`src/rtl/sabus_pkg.sv`:
```
package sabus_pkg;
  typedef enum logic {LINE_IDLE, LINE_BUSY} line_state_e;

  // true when byte number idx lies inside the window that starts at base
  function automatic logic in_window(input logic [15:0] idx, input logic [15:0] base,
                                     input int unsigned nbytes);
    return (idx >= base) && (32'(idx - base) < nbytes);
  endfunction

  // level sent on the wire for bit slot bidx (0 start, 1..8 data LSB first, 9 stop)
  function automatic logic wire_level(input logic [3:0] bidx, input logic [7:0] data);
    if (bidx == 4'd0) return 1'b0;
    if (bidx <= 4'd8) return data[3'(bidx - 4'd1)];
    return 1'b1;
  endfunction
endpackage

```
`src/rtl/sabus_tick.sv`:
```
module sabus_tick #(
  parameter int unsigned DIV = 1
) (
  input  logic clk,
  input  logic rst_n,
  output logic tick_o
);
  localparam int unsigned W = $clog2(DIV + 1);
  logic [W-1:0] cnt_q;

  always_ff @(posedge clk) begin
    if (!rst_n) cnt_q <= '0;
    else if (cnt_q == W'(DIV - 1)) cnt_q <= '0;
    else cnt_q <= cnt_q + 1'b1;
  end

  assign tick_o = (cnt_q == W'(DIV - 1));
endmodule

```
`src/rtl/sabus_rx_engine.sv`:
```
module sabus_rx_engine
  import sabus_pkg::*;
#(
  parameter int unsigned BIT_TICKS = 16
) (
  input  logic       clk,
  input  logic       rst_n,
  input  logic       tick_i,
  input  logic       line_i,
  input  logic       abort_i,
  output logic       busy_o,
  output logic [3:0] bidx_o,
  output logic       byte_ok_o,
  output logic [7:0] byte_o
);
  localparam int unsigned TW  = $clog2(BIT_TICKS);
  localparam int unsigned MID = BIT_TICKS / 2 - 1;

  line_state_e   st_q;
  logic [TW-1:0] tcnt_q;
  logic [3:0]    bidx_q;
  logic [7:0]    sh_q;
  logic          mid_w;

  assign mid_w = (st_q == LINE_BUSY) && tick_i && (tcnt_q == TW'(MID));

  always_ff @(posedge clk) begin
    if (!rst_n || abort_i) begin
      st_q   <= LINE_IDLE;
      tcnt_q <= '0;
      bidx_q <= '0;
      if (!rst_n) sh_q <= '0;
    end else if (tick_i) begin
      if (st_q == LINE_IDLE) begin
        if (!line_i) begin
          st_q   <= LINE_BUSY;
          tcnt_q <= '0;
          bidx_q <= '0;
        end
      end else begin
        if (tcnt_q == TW'(BIT_TICKS - 1)) begin
          tcnt_q <= '0;
          bidx_q <= bidx_q + 4'd1;
        end else begin
          tcnt_q <= tcnt_q + 1'b1;
        end
        if (mid_w) begin
          if (bidx_q == 4'd0 && line_i) st_q <= LINE_IDLE;   // glitch, not a start bit
          else if (bidx_q >= 4'd1 && bidx_q <= 4'd8) sh_q <= {line_i, sh_q[7:1]};
          else if (bidx_q == 4'd9) st_q <= LINE_IDLE;
        end
      end
    end
  end

  assign busy_o    = (st_q == LINE_BUSY);
  assign bidx_o    = bidx_q;
  assign byte_ok_o = mid_w && (bidx_q == 4'd9) && line_i;
  assign byte_o    = sh_q;

  // the bit slot counter never runs past the stop bit
  assert_bit_index_bound_R2: assert property (@(posedge clk) disable iff (!rst_n)
    busy_o |-> (bidx_o <= 4'd9));
endmodule

```
`src/rtl/sabus_slot_ctrl.sv`:
```
module sabus_slot_ctrl
  import sabus_pkg::*;
#(
  parameter int unsigned CNT_W         = 8,
  parameter int unsigned SLOT_BYTES    = 12,
  parameter int unsigned TIMEOUT_TICKS = 64
) (
  input  logic                    clk,
  input  logic                    rst_n,
  input  logic                    tick_i,
  input  logic                    frame_start_i,
  input  logic                    busy_i,
  input  logic                    byte_ok_i,
  input  logic [7:0]              byte_i,
  input  logic [CNT_W-1:0]        base_i,
  output logic                    oe_o,
  output logic [$clog2(SLOT_BYTES)-1:0] tx_sel_o,
  output logic [8*SLOT_BYTES-1:0] slot_o,
  output logic                    done_o
);
  localparam int unsigned PW = $clog2(SLOT_BYTES);
  localparam int unsigned IW = $clog2(TIMEOUT_TICKS + 1);

  logic [CNT_W-1:0]        cnt_q;
  logic                    open_q, oe_q, done_q;
  logic [IW-1:0]           idle_q;
  logic [8*SLOT_BYTES-1:0] slot_q;
  logic                    in_now_w, in_next_w;
  logic [CNT_W-1:0]        diff_w;

  assign diff_w    = cnt_q - base_i;
  assign in_now_w  = in_window(16'(cnt_q), 16'(base_i), SLOT_BYTES);
  assign in_next_w = in_window(16'(cnt_q) + 16'd1, 16'(base_i), SLOT_BYTES);

  always_ff @(posedge clk) begin
    if (!rst_n) begin
      cnt_q <= '0; open_q <= 1'b0; oe_q <= 1'b0; done_q <= 1'b0;
      idle_q <= '0; slot_q <= '0;
    end else if (frame_start_i) begin
      cnt_q  <= '0;
      open_q <= 1'b1;
      idle_q <= '0;
      done_q <= 1'b0;
      oe_q   <= in_window(16'd0, 16'(base_i), SLOT_BYTES);
    end else begin
      done_q <= 1'b0;
      if (open_q && byte_ok_i) begin
        if (cnt_q != '1) cnt_q <= cnt_q + 1'b1;
        idle_q <= '0;
        oe_q   <= in_next_w;
        for (int j = 0; j < SLOT_BYTES; j++)
          if (in_now_w && diff_w == CNT_W'(j)) slot_q[8*j +: 8] <= byte_i;
        if (in_now_w && diff_w == CNT_W'(SLOT_BYTES - 1)) done_q <= 1'b1;
      end else if (busy_i) begin
        idle_q <= '0;
      end else if (open_q && tick_i) begin
        if (idle_q == IW'(TIMEOUT_TICKS - 1)) begin
          open_q <= 1'b0;
          oe_q   <= 1'b0;
        end else begin
          idle_q <= idle_q + 1'b1;
        end
      end
    end
  end

  assign oe_o     = oe_q;
  assign tx_sel_o = in_now_w ? diff_w[PW-1:0] : '0;
  assign slot_o   = slot_q;
  assign done_o   = done_q;

  // completion is a single-cycle pulse
  assert_done_single_R4: assert property (@(posedge clk) disable iff (!rst_n)
    done_o |=> !done_o);
  // the byte index only steps by one or restarts at zero
  assert_count_step_R3: assert property (@(posedge clk) disable iff (!rst_n)
    (cnt_q != $past(cnt_q)) |-> (cnt_q == $past(cnt_q) + 1'b1 || cnt_q == '0));
  // a closed packet takes no bytes into the window
  assert_closed_no_capture_R9: assert property (@(posedge clk) disable iff (!rst_n)
    ($past(!open_q) && $past(!frame_start_i)) |-> $stable(slot_q));
endmodule

```
`src/rtl/sabus_slot_node.sv`:
```
module sabus_slot_node
  import sabus_pkg::*;
#(
  parameter int unsigned CLK_DIV       = 1,
  parameter int unsigned BIT_TICKS     = 16,
  parameter int unsigned SLOT_BYTES    = 12,
  parameter int unsigned CNT_W         = 8,
  parameter int unsigned TIMEOUT_TICKS = 64
) (
  input  logic                    clk,
  input  logic                    rst_n,
  input  logic                    frame_start_i,
  input  logic [CNT_W-1:0]        slot_base_i,
  input  logic [8*SLOT_BYTES-1:0] tx_slot_i,
  input  logic                    mosi_i,
  output logic                    miso_o,
  output logic                    miso_oe_o,
  output logic [8*SLOT_BYTES-1:0] rx_slot_o,
  output logic                    slot_rx_done_o
);
  localparam int unsigned PW = $clog2(SLOT_BYTES);

  logic       tick_w, busy_w, byte_ok_w;
  logic [3:0] bidx_w;
  logic [7:0] rx_byte_w;
  logic [1:0] sync_q;
  logic       miso_q;
  logic [PW-1:0] tx_sel_w;
  logic [7:0] tx_bytes_w [SLOT_BYTES];

  for (genvar g = 0; g < SLOT_BYTES; g++) begin : g_txb
    assign tx_bytes_w[g] = tx_slot_i[8*g +: 8];
  end

  always_ff @(posedge clk) begin
    if (!rst_n) sync_q <= 2'b11;
    else sync_q <= {sync_q[0], mosi_i};
  end

  sabus_tick #(.DIV(CLK_DIV)) u_tick (.clk(clk), .rst_n(rst_n), .tick_o(tick_w));

  sabus_rx_engine #(.BIT_TICKS(BIT_TICKS)) u_rx (
    .clk(clk), .rst_n(rst_n), .tick_i(tick_w), .line_i(sync_q[1]),
    .abort_i(frame_start_i), .busy_o(busy_w), .bidx_o(bidx_w),
    .byte_ok_o(byte_ok_w), .byte_o(rx_byte_w));

  sabus_slot_ctrl #(.CNT_W(CNT_W), .SLOT_BYTES(SLOT_BYTES),
                    .TIMEOUT_TICKS(TIMEOUT_TICKS)) u_slot (
    .clk(clk), .rst_n(rst_n), .tick_i(tick_w), .frame_start_i(frame_start_i),
    .busy_i(busy_w), .byte_ok_i(byte_ok_w), .byte_i(rx_byte_w),
    .base_i(slot_base_i), .oe_o(miso_oe_o), .tx_sel_o(tx_sel_w),
    .slot_o(rx_slot_o), .done_o(slot_rx_done_o));

  // reply bit follows the receive bit slot, so it starts in step with the incoming byte
  always_ff @(posedge clk) begin
    if (!rst_n) miso_q <= 1'b1;
    else if (miso_oe_o && busy_w) miso_q <= wire_level(bidx_w, tx_bytes_w[tx_sel_w]);
    else miso_q <= 1'b1;
  end

  assign miso_o = miso_q;

  // the enable moves only while the downstream line is idle or in a stop bit
  assert_oe_switch_in_stop_R5: assert property (@(posedge clk) disable iff (!rst_n)
    (miso_oe_o != $past(miso_oe_o)) |-> ($past(!busy_w) || $past(bidx_w) == 4'd9));
  // a released line is never pulled low
  assert_quiet_when_released_R7: assert property (@(posedge clk) disable iff (!rst_n)
    !miso_oe_o |-> miso_o);
endmodule

```
`config.mk`:
```
export PLATFORM = sky130hd
export DESIGN_NAME = sabus_slot_node
export DESIGN_NICKNAME = d
export VERILOG_FILES = /design/src/rtl/sabus_pkg.sv /design/src/rtl/sabus_tick.sv /design/src/rtl/sabus_rx_engine.sv /design/src/rtl/sabus_slot_ctrl.sv /design/src/rtl/sabus_slot_node.sv
export SDC_FILE = /design/constraint.sdc
export NUM_CORES = 1
export LEC_CHECK = 0
export BUFFER_PORTS_ARGS = -buffer_cell sky130_fd_sc_hd__buf_2
export CORE_MARGIN = 2
export CORE_UTILIZATION = 30
export CTS_BUF_LIST = sky130_fd_sc_hd__clkbuf_2
export CTS_CLUSTER_DIAMETER = 60
export CTS_CLUSTER_SIZE = 40
export DETAILED_ROUTE_END_ITERATION = 16
export SLEW_MARGIN = 20
export SYNTH_ARGS = -nofsm -noshare
export SYNTH_HDL_FRONTEND = slang
export SYNTH_SLANG_ARGS = --single-unit
```
`constraint.sdc`:
```
create_clock -name clk -period 4.3 [get_ports clk]
set_input_delay 1.29 -clock clk [delete_from_list [all_inputs] [get_ports clk]]
set_output_delay 1.29 -clock clk [all_outputs]
set_load 0.02 [all_outputs]
```
==> metrics.md, run 1 <==
| Metric | Value |
|---|---|
| Synth top area cells | dfxtp_1 35%, mux2i_1 14%, nor2b_1 8.0% |
| DRC Markers | 0 |
| Post-synth top flop | dfxtp_1 |
| Cell row count | 57 |
| Share of cells above drive strength 1 | 31.42% |
| Synthesized area per cell | 9.541 sq um |
| Register area | around 2800 sq um |
| Hold Path Class | flip-flop to flip-flop |
| Measured slew at the worst slew-check pin | 0.9096 ns |
| CTS tree | yes |
| CP Class | primary input to flip-flop |
| Starting Density | just over 30% |
| Metal-1 WL | between 9 and 10 mm |
| Final nets | 1132 |
| Synth async-reset ratio | 0% |
| Dpl ws | -0.06731 ns |
| CP Launch Type | primary input |
| Initial antenna violation count | 1 |
| Status | complete, no violations |
| Maxcap violations | 0 |
| Via density per instance | about 4.8 |
| Routed wire length on met2 | around 11 mm |
| Mapped Cells | 766 |
| Data required time of the worst path | 4.89 ns |
| WL met3 | 1.404 mm |
| Final wirelength | roughly 23 mm |
| Commonest non-fill, non-tap cells in the layout | 206 x buf_2, 127 x dfxtp_1, 99 x mux2i_1 |
| Largest net degree at the start of global routing | between 100 and 150 |
| Final Hold Fails | 0 |
| Gr ovfl total | 0 |
| Cell area after synthesis | around 7300 sq um |
| FF+latch count, synth | roughly 140 |
| Top routing layer in use | met4 |
| Die W | ~160 um |
| Endpoints failing setup | 0 |
| # H-tree levels | 4 |
| Leak | 4.160 nW |
| Clk_lat worst skew | ~0.7 ns |
| Final Cycle Share | a little under nine tenths |
| Core footprint | between 20000 and 25000 sq um |
| WP data arrival | 4.25 ns |
| Max-slew violation count | 0 |
| Layout Cell Area excl Fill | around 9300 sq um |
| Iter 0 DRT Violations | 327 |
| Maximum root-to-sink buffer count | 2 |
| Die boundary height | 160.1 um |
| CTS sink cnt | 135 |
| Root Driver | clkbuf_2 |
| Setup WS post-layout | between 0.6 and 0.7 ns |
| Post-placement cell area | between 9000 and 10000 sq um |
| Setup Skew | about 0.031 ns |
| Synth Net Count | roughly 900 |
| Unique masters post-synth | 78 |
| CP endpoint kind | flip-flop |
| F_max | 0.2735 GHz |
| Ports | ~210 |
| Commonest non-fill, non-tap cell in the layout | buf_2 |
| Drt pass-1 iters | 4 |
| Post-synth top area share | between 30% and 40% |
| Part of the Yosys area used for sequential elements | between 30% and 40% |
| Rel. slew slack | ~39% |
| CTS Buf Count | 17 |
| Die area | between 20000 and 30000 sq um |
| CP max FO | 10 |
| CTS resizes | 0 |
| Buffers on Ports | 206 |
| First-pass GRT wire length | about 35 mm |
| Postcts setup bufs | 0 |
| Wire per inst | between 15 and 20 um |
| Tmin final | 3.656 ns |
| Worst vdd ir | roughly 0.14 mV |
| Multi-input gate area | between 4000 and 5000 sq um |
| Total track usage | 17.31% |
| Synth area leader | dfxtp_1 |
| DP HPWL | between 15 and 20 mm |
| Fillers | ~2.5k |
| Hold buffer count at CTS | 0 |
| Pwr Total | around 2.4 mW |
| DRT antenna net count | 0 |
| Syn. warnings | 0 |
| EDFF count, synth | 8 |
| RSZ-0062 raised after global routing | no |
| Clock transition at path regs | between 0.2 and 0.25 ns |
| Via count | about 6.4k |
| RePlAce Congestion | 0.8577 |
| Synth-to-Final Area Change | 27.56% |
| PwrDens | 260.8 nW/um^2 |
| Vias in the first global route | approximately 6.3k |
-- area by class of cell --
cell class	count	share of cell area [%]
repair buffers	252	15.84
multi-input cells	570	45.90
inverters	23	0.9261
clock inverters	15	2.201
well taps	324	4.348
flip-flops and latches	135	29.85
diodes	1	0.02684
clock buffers	17	0.9126
-- cell usage after synthesis, drive strengths merged (8+ instances only) --
master and instances:
dfxtp 127, mux2i 99, nor2b 94, nand2 57, nor2 44, clkbuf 32
a21oi 24, ha 24, nand3 23, inv 22, o21ai 19, nor3 17
xor2 15, and2 11, a21boi 10, xnor2 10, nand2b 9, a31oi 8
edfxtp 8, o221ai 8
-- cell families (layout without fill, tap and decap cells) --
family | after synthesis | after routing | synth area share (%)
and+or+nand+nor | 284 | 284 | 22.15
AOI/OAI and AO/OA | 122 | 122 | 12.02
muxes | 113 | 113 | 16.95
xor gates and xnor gates | 25 | 25 | 2.996
buffers and inverters | 61 | 307 | 3.373
other | 1 | 2 | 0.05131
adders and majority gates | 25 | 25 | 4.383
DFF | 135 | 135 | 38.08
-- path summary, 6_finish.rpt --
| path | end | slack (ns) | depth (start not counted) | start |
|---|---|---|---|---|
| worst min register to register | sync_q[1] | 0.44 | 1 | sync_q[0] |
| worst max-delay path | miso_o | 0.64 | 15 | slot_base_i[0] |
| worst max register to register | miso_o | 0.85 | 15 | u_slot.cnt_q[0] |
| worst min-delay path | sync_q[1] | 0.44 | 1 | sync_q[0] |
-- through the flow --
step / instances / TNS (ns) / hold WS (ns) / util (%)
3_3_place_gp: 1304 / -0.005032 / 0.3927 / 37.46
6_report: 1337 / 0 / 0.4394 / 38.67
4_1_cts: 1336 / 0 / 0.4413 / 38.66
5_1_grt: 1337 / 0 / 0.4782 / 38.67
2_1_floorplan: 766 / 0 / 0.3863 / -
3_5_place_dp: 1304 / -0.6583 / 0.3978 / 37.46
-- worst max-delay path, cell delays in order --
cell and delay [ns]:
buf_2 0.12, ha_1 0.19, inv_1 0.06, fa_1 0.39, a21oi_1 0.18, o21bai_1 0.09
mux2i_1 0.19, nor4_4 0.35, nand3_4 0.21, buf_4 0.21, a21boi_0 0.14, o311ai_0 0.50
a31oi_1 0.16, o31ai_1 0.09, a31oi_1 0.06
-- routing by layer --
metal / GRT usage (%) / vias to the layer above
li1: - / 3193
met1: 21.19 / 2975
met2: 29.57 / 203
met3: 4.390 / 33
met4: 5.979 / 0
met5: 0 / -
-- power by group --
group,leakage (nW),switching (mW),total (mW),internal [mW]
combinational,2.89,0.117,0.229,0.113
sequential,1.11,0.0250,1.30,1.27
clock,0.166,0.551,0.904,0.353
-- sequential cells by signal, summed over array words and instances, names as in the netlist --
name	count
u_slot.slot_o	96
u_rx.byte_o	8
u_slot.cnt_q	8
u_slot.idle_q	7
u_rx.bidx_o	4
u_rx.tcnt_q	4
sync_q	2
miso_o	1
u_rx.busy_o	1
u_slot.done_o	1
u_slot.oe_o	1
u_slot.open_q	1
u_tick.cnt_q	1
(Power assumes the default switching activity.)
==> run 2: changes to the inputs <==
- CELL_PAD_IN_SITES_DETAIL_PLACEMENT: unset -> 1
- CELL_PAD_IN_SITES_GLOBAL_PLACEMENT: unset -> 2
- CORE_UTILIZATION: 30 -> 29
- GPL_TIMING_DRIVEN: unset -> 0
- PLACE_DENSITY_LB_ADDON: unset -> 0.1
==> metrics.md, run 2 (same netlist as run 1, synthesis figures left out) <==
| Metric | Value |
|---|---|
| Status | complete, no violations |
| Vias in the first global route | about 6.7k |
| Rel. slew slack | between 30% and 40% |
| Clock transition at path regs | around 0.24 ns |
| CP max FO | 10 |
| Final Hold Fails | 0 |
| CTS tree | yes |
| Initial antenna violation count | 1 |
| Iter 0 DRT Violations | between 200 and 250 |
| RePlAce Congestion | around 0.77 |
| Total track usage | a little under a fifth |
| Tmin final | roughly 4.1 ns |
| Die area | between 20000 and 30000 sq um |
| WP data arrival | about 4.7 ns |
| Register area | 2783 sq um |
| Clk_lat worst skew | around 0.72 ns |
| F_max | approximately 0.24 GHz |
| Final nets | approximately 1.1k |
| Multi-input gate area | roughly 4300 sq um |
| Maximum root-to-sink buffer count | 2 |
| Core footprint | about 25000 sq um |
| Die boundary height | about 160 um |
| Min-Delay Endpoint | sync_q[1] |
| Via density per instance | 4.809 |
| Die W | 162.7 um |
| Drt pass-1 iters | 4 |
| PwrDens | ~260 nW/um^2 |
| Leak | between 3 and 4 nW |
| Commonest non-fill, non-tap cells in the layout | 208 x buf_2, 127 x dfxtp_1, 99 x mux2i_1 |
| Gr ovfl total | 0 |
| Fillers | ~3.0k |
| CTS Buf Count | 17 |
| Layout Cell Area excl Fill | ~9000 sq um |
| Largest net degree at the start of global routing | 17 |
| Hold_sp | sync_q[0] |
| Setup Skew | between 0.05 and 0.06 ns |
| Post-placement cell area | about 8800 sq um |
| CP endpoint kind | flip-flop |
| Max-slew violation count | 0 |
| CP Class | primary input to flip-flop |
| Worst vdd ir | ~0.14 mV |
| Root Driver | clkbuf_2 |
| Buffers on Ports | approximately 200 |
| CP Launch Type | primary input |
| Data required time of the worst path | a little under 5 ns |
| Wire per inst | about 18 um |
| Final wirelength | about 25 mm |
| DRT antenna net count | 0 |
| DRC Markers | 0 |
| Hold Path Cell Cnt | 1 |
| Synth-to-Final Area Change | 23.92% |
| Final Cycle Share | 95.82% |
| First-pass GRT wire length | roughly 39 mm |
| Starting Density | just under 30% |
| Share of cells above drive strength 1 | approximately 28% |
| Hold Path Class | flip-flop to flip-flop |
| Commonest non-fill, non-tap cell in the layout | buf_2 |
| Worst reg2reg path endpoint | miso_o |
| Ports | 207 |
| Measured slew at the worst slew-check pin | 0.9617 ns |
| RSZ-0062 raised after global routing | yes |
| R2R Setup Slk | approximately 0.36 ns |
| Cell row count | 58 |
| Maxcap violations | 0 |
| RR Startpoint | u_slot.cnt_q[0] |
| Max FFs per register | 96 |
| # H-tree levels | 4 |
| Final setup TNS | 0 ns |
| Worst Reg2Reg Path Length in Cells | 16 |
| Endpoints failing setup | 0 |
| DP HPWL | roughly 19 mm |
| CTS sink cnt | 135 |
| Via count | approximately 6.4k |
## run 2: final cells by class
class	instances	area share, %
multi-input combinational	570	47.36
sequential	135	30.73
timing repair buffer	211	11.94
tap	330	4.559
buffer	38	1.782
clock inverter	15	1.713
inverter	23	0.9533
clock buffer	17	0.9395
antenna	1	0.02763
## run 2: worst max-delay path by stage
stage               slack, ns  cells after the start      startpoint  endpoint
floorplan                0.02                     14  slot_base_i[0]    miso_o
detailed placement      -0.79                     15  slot_base_i[0]    miso_o
CTS                      0.03                     15  slot_base_i[0]    miso_o
finish                   0.18                     16  slot_base_i[0]    miso_o
global route            -0.05                     14  slot_base_i[5]    miso_o
global placement        -0.81                     15  slot_base_i[0]    miso_o
## run 2: timing repair
item | CTS | global route
buffers inserted | 0 | 5
setup endpoints to repair | 0 | 37
gates resized for setup | 0 | 4
hold buffers | 0 | 0
## run 2: per-stage QoR
step | cells | utilization [%] | setup WS [ns] | hold WS [ns] | total power, mW
floorplan | 766 | - | 0.01686 | 0.3863 | 1.433
global placement | 1302 | 35.06 | -0.8086 | 0.3992 | 1.542
detailed placement | 1302 | 35.08 | -0.7926 | 0.3968 | 1.544
CTS | 1334 | 36.04 | 0.02651 | 0.4701 | 2.354
global route | 1340 | 36.28 | -0.04529 | 0.4855 | 2.429
finish | 1340 | 36.28 | 0.1797 | 0.4692 | 2.313
## run 2: worst max-delay path, stage by stage
cell and delay (ns):
buf_2 0.11, ha_1 0.17, inv_1 0.05, fa_1 0.49
a21oi_1 0.27, o21bai_1 0.11, mux2i_1 0.18, nor4_4 0.36
buf_4 0.22, nand3_4 0.15, buf_6 0.22, a21boi_0 0.15
o311ai_0 0.61, a31oi_1 0.17, o31ai_1 0.10, a31oi_1 0.06
## run 2: per-layer routing
metal,track usage [%],part of all wire (%)
met5,0,0
met4,4.747,1.8
met3,3.641,4.7
met2,31.16,46
met1,25.56,48
## run 2: power breakdown
| part | switching (mW) | total (mW) | leakage [nW] | internal [mW] |
|---|---|---|---|---|
| sequential | 0.00738 | 1.28 | 1.11 | 1.27 |
| combinational | 0.135 | 0.236 | 2.73 | 0.101 |
| clock | 0.561 | 0.796 | 0.147 | 0.235 |
| total | 0.704 | 2.31 | 3.98 | 1.61 |
==> run 3: changes to the inputs <==
- CORE_UTILIZATION: 29 -> 30
- clock period: 4.3 -> 4.95 ns (I/O delays scaled with it)
==> metrics.md, run 3 (same netlist as run 1, synthesis figures left out) <==
| Metric | Value |
|---|---|
| Status | complete, no violations |
| Pwr Total | roughly 2.0 mW |
| Fillers | a little under 3k |
| RR Startpoint | u_slot.cnt_q[0] |
| Leak | 3.934 nW |
| Via density per instance | roughly 4.8 |
| RSZ-0062 raised after global routing | no |
| PwrDens | approximately 220 nW/um^2 |
| Commonest non-fill, non-tap cells in the layout | 208 x buf_2, 127 x dfxtp_1, 99 x mux2i_1 |
| CP delay by family, top | compound AO/OA/AOI/OAI gates |
| Worst reg2reg path endpoint | miso_o |
| Combinational Power Share | a little over a tenth |
| Post-placement cell area | a little under 9000 sq um |
| Maximum root-to-sink buffer count | 2 |
| Drt pass-1 iters | 4 |
| Share of cells above drive strength 1 | between 20% and 30% |
| Wire per inst | 18.30 um |
| CP endpoint kind | flip-flop |
| CTS sink cnt | about 140 |
| Final wirelength | about 24 mm |
| DRT antenna net count | 0 |
| Register share of total power | 57.0% |
| P_sw | 0.6071 mW |
| Gr ovfl total | 0 |
| F_max | ~0.22 GHz |
| Cell row count | between 50 and 60 |
| Crit path cell chain | buf_2, ha_1, inv_1, fa_1, a21oi_1, o21bai_1, mux2i_1, nor4_4, nand3_4, buf_6, a21boi_0, o311ai_0, a31oi_1, o31ai_1, a31oi_1 |
| CTS resizes | 0 |
| Clock transition at path regs | between 0.2 and 0.25 ns |
| R2R Setup Slk | around 0.72 ns |
| CP max stage delay | ~0.71 ns |
| Die boundary height | ~160 um |
| CP Class | primary input to flip-flop |
| Postcts setup bufs | 0 |
| Die area | approximately 26000 sq um |
| Largest net degree at the start of global routing | 17 |
| Register area | roughly 2800 sq um |
| First-pass GRT wire length | about 38 mm |
| Maxcap violations | 0 |
| Measured slew at the worst slew-check pin | 0.8932 ns |
| Hold Path Class | flip-flop to flip-flop |
| Data required time of the worst path | ~5.6 ns |
| Layout Cell Area excl Fill | 8979 sq um |
| Hold Path Cell Cnt | 1 |
| Setup WS post-layout | 0.3361 ns |
| Dpl ws | -0.4402 ns |
| Starting Density | 30.32% |
| Worst Reg2Reg Path Length in Cells | 15 |
| Multi-input gate area | 4292 sq um |
| Final nets | roughly 1.1k |
| Switching Share | a little under a third |
| Final Hold Fails | 0 |
| Synth-to-Final Area Change | 22.86% |
| Max-slew violation count | 0 |
| Util after Layout | between 30% and 40% |
| WP buf/inv | 3 |
| Clock Power Share | roughly 33% |
| DP HPWL | 18.82 mm |
| CTS Buf Count | 17 |
| Critical Path Slowest Stage Cell | nor4_4 |
| CP Launch Type | primary input |
| Pint | around 1.3 mW |
| Clk_lat worst skew | about 0.72 ns |
| Die W | around 160 um |
| Final Cycle Share | ~93% |
| DRC Markers | 0 |
| Iter 0 DRT Violations | ~240 |
| WP data arrival | around 5.2 ns |
| Commonest non-fill, non-tap cell in the layout | buf_2 |
| Via count | around 6.4k |
| CP max FO | 10 |
| Hold_sp | sync_q[0] |
| Total track usage | between 10% and 20% |
| RePlAce Congestion | about 0.8 |
| Core footprint | 24110 sq um |
| Buffers on Ports | just over 200 |
| Hold buffer count at CTS | 0 |
| Rel. slew slack | 40.09% |
| Min-Delay Endpoint | sync_q[1] |
| Worst vdd ir | roughly 0.12 mV |
| Initial antenna violation count | 2 |
| Tmin final | 4.614 ns |
| Root Driver | clkbuf_2 |
| Ports | around 210 |
| # H-tree levels | 4 |
| Most frequent CP cell | a31oi_1 |
| Endpoints failing setup | 0 |
| CTS tree | yes |
| Max FFs per register | 96 |
| Setup Skew | 0.05245 ns |
| Vias in the first global route | about 6.5k |
-- run 3: worst reg2reg max path, delay by kind of cell, from the launching register on --
kind	cells	cell delay, ns
DFF	1	0.39
adders and majority gates	2	0.67
AOI/OAI and AO/OA	7	1.51
and+or+nand+nor	2	0.98
buffers and inverters	3	0.40
muxes	1	0.19
-- run 3: per-layer routing --
| layer | wire (um) | global-route usage [%] | vias up |
|---|---|---|---|
| met4 | 146 | 3.317 | 0 |
| met2 | 11290 | 31.58 | 145 |
| met5 | 0 | 0 | - |
| met1 | 11880 | 25.72 | 3008 |
| li1 | - | - | 3188 |
| met3 | 1006 | 3.948 | 11 |
-- run 3: stage by stage --
step	TNS [ns]	hold slack, ns	cells
2_1_floorplan	0	0.3863	766
3_3_place_gp	-8.907	0.3939	1296
3_5_place_dp	-10.28	0.3971	1296
4_1_cts	0	0.4655	1328
5_1_grt	0	0.4961	1329
6_report	0	0.4527	1329
-- run 3: layout make-up --
| cell class | count | share of cell area, % |
|---|---|---|
| Multi-Input combinational cell | 570 | 47.80 |
| Sequential cell | 135 | 30.99 |
| Timing Repair Buffer | 206 | 11.48 |
| Tap cell | 324 | 4.515 |
| Buffer | 38 | 1.784 |
| Clock inverter | 15 | 1.491 |
| Inverter | 23 | 0.9615 |
| Clock buffer | 17 | 0.9476 |
| Antenna cell | 1 | 0.02787 |
-- run 3: worst max-delay path by stage --
| stage | start | to | slack, ns | cells after the start |
|---|---|---|---|---|
| 3_3_place_gp | slot_base_i[0] | miso_o | -0.38 | 15 |
| 4_1_cts | slot_base_i[0] | miso_o | 0.38 | 15 |
| 5_1_grt | slot_base_i[0] | miso_o | 0.10 | 15 |
| 3_5_place_dp | slot_base_i[0] | miso_o | -0.44 | 15 |
| 2_1_floorplan | slot_base_i[0] | miso_o | 0.47 | 14 |
| 6_report | slot_base_i[0] | miso_o | 0.34 | 15 |
-- run 3: power by group through the flow --
| stage | clock, mW | combinational, mW | sequential, mW |
|---|---|---|---|
| after floorplan | 0 | 0.114 | 1.13 |
| after global placement | 0 | 0.204 | 1.13 |
| after detailed placement | 0 | 0.206 | 1.13 |
| after CTS | 0.669 | 0.207 | 1.11 |
| after global routing | 0.724 | 0.224 | 1.12 |
| final | 0.635 | 0.204 | 1.11 |
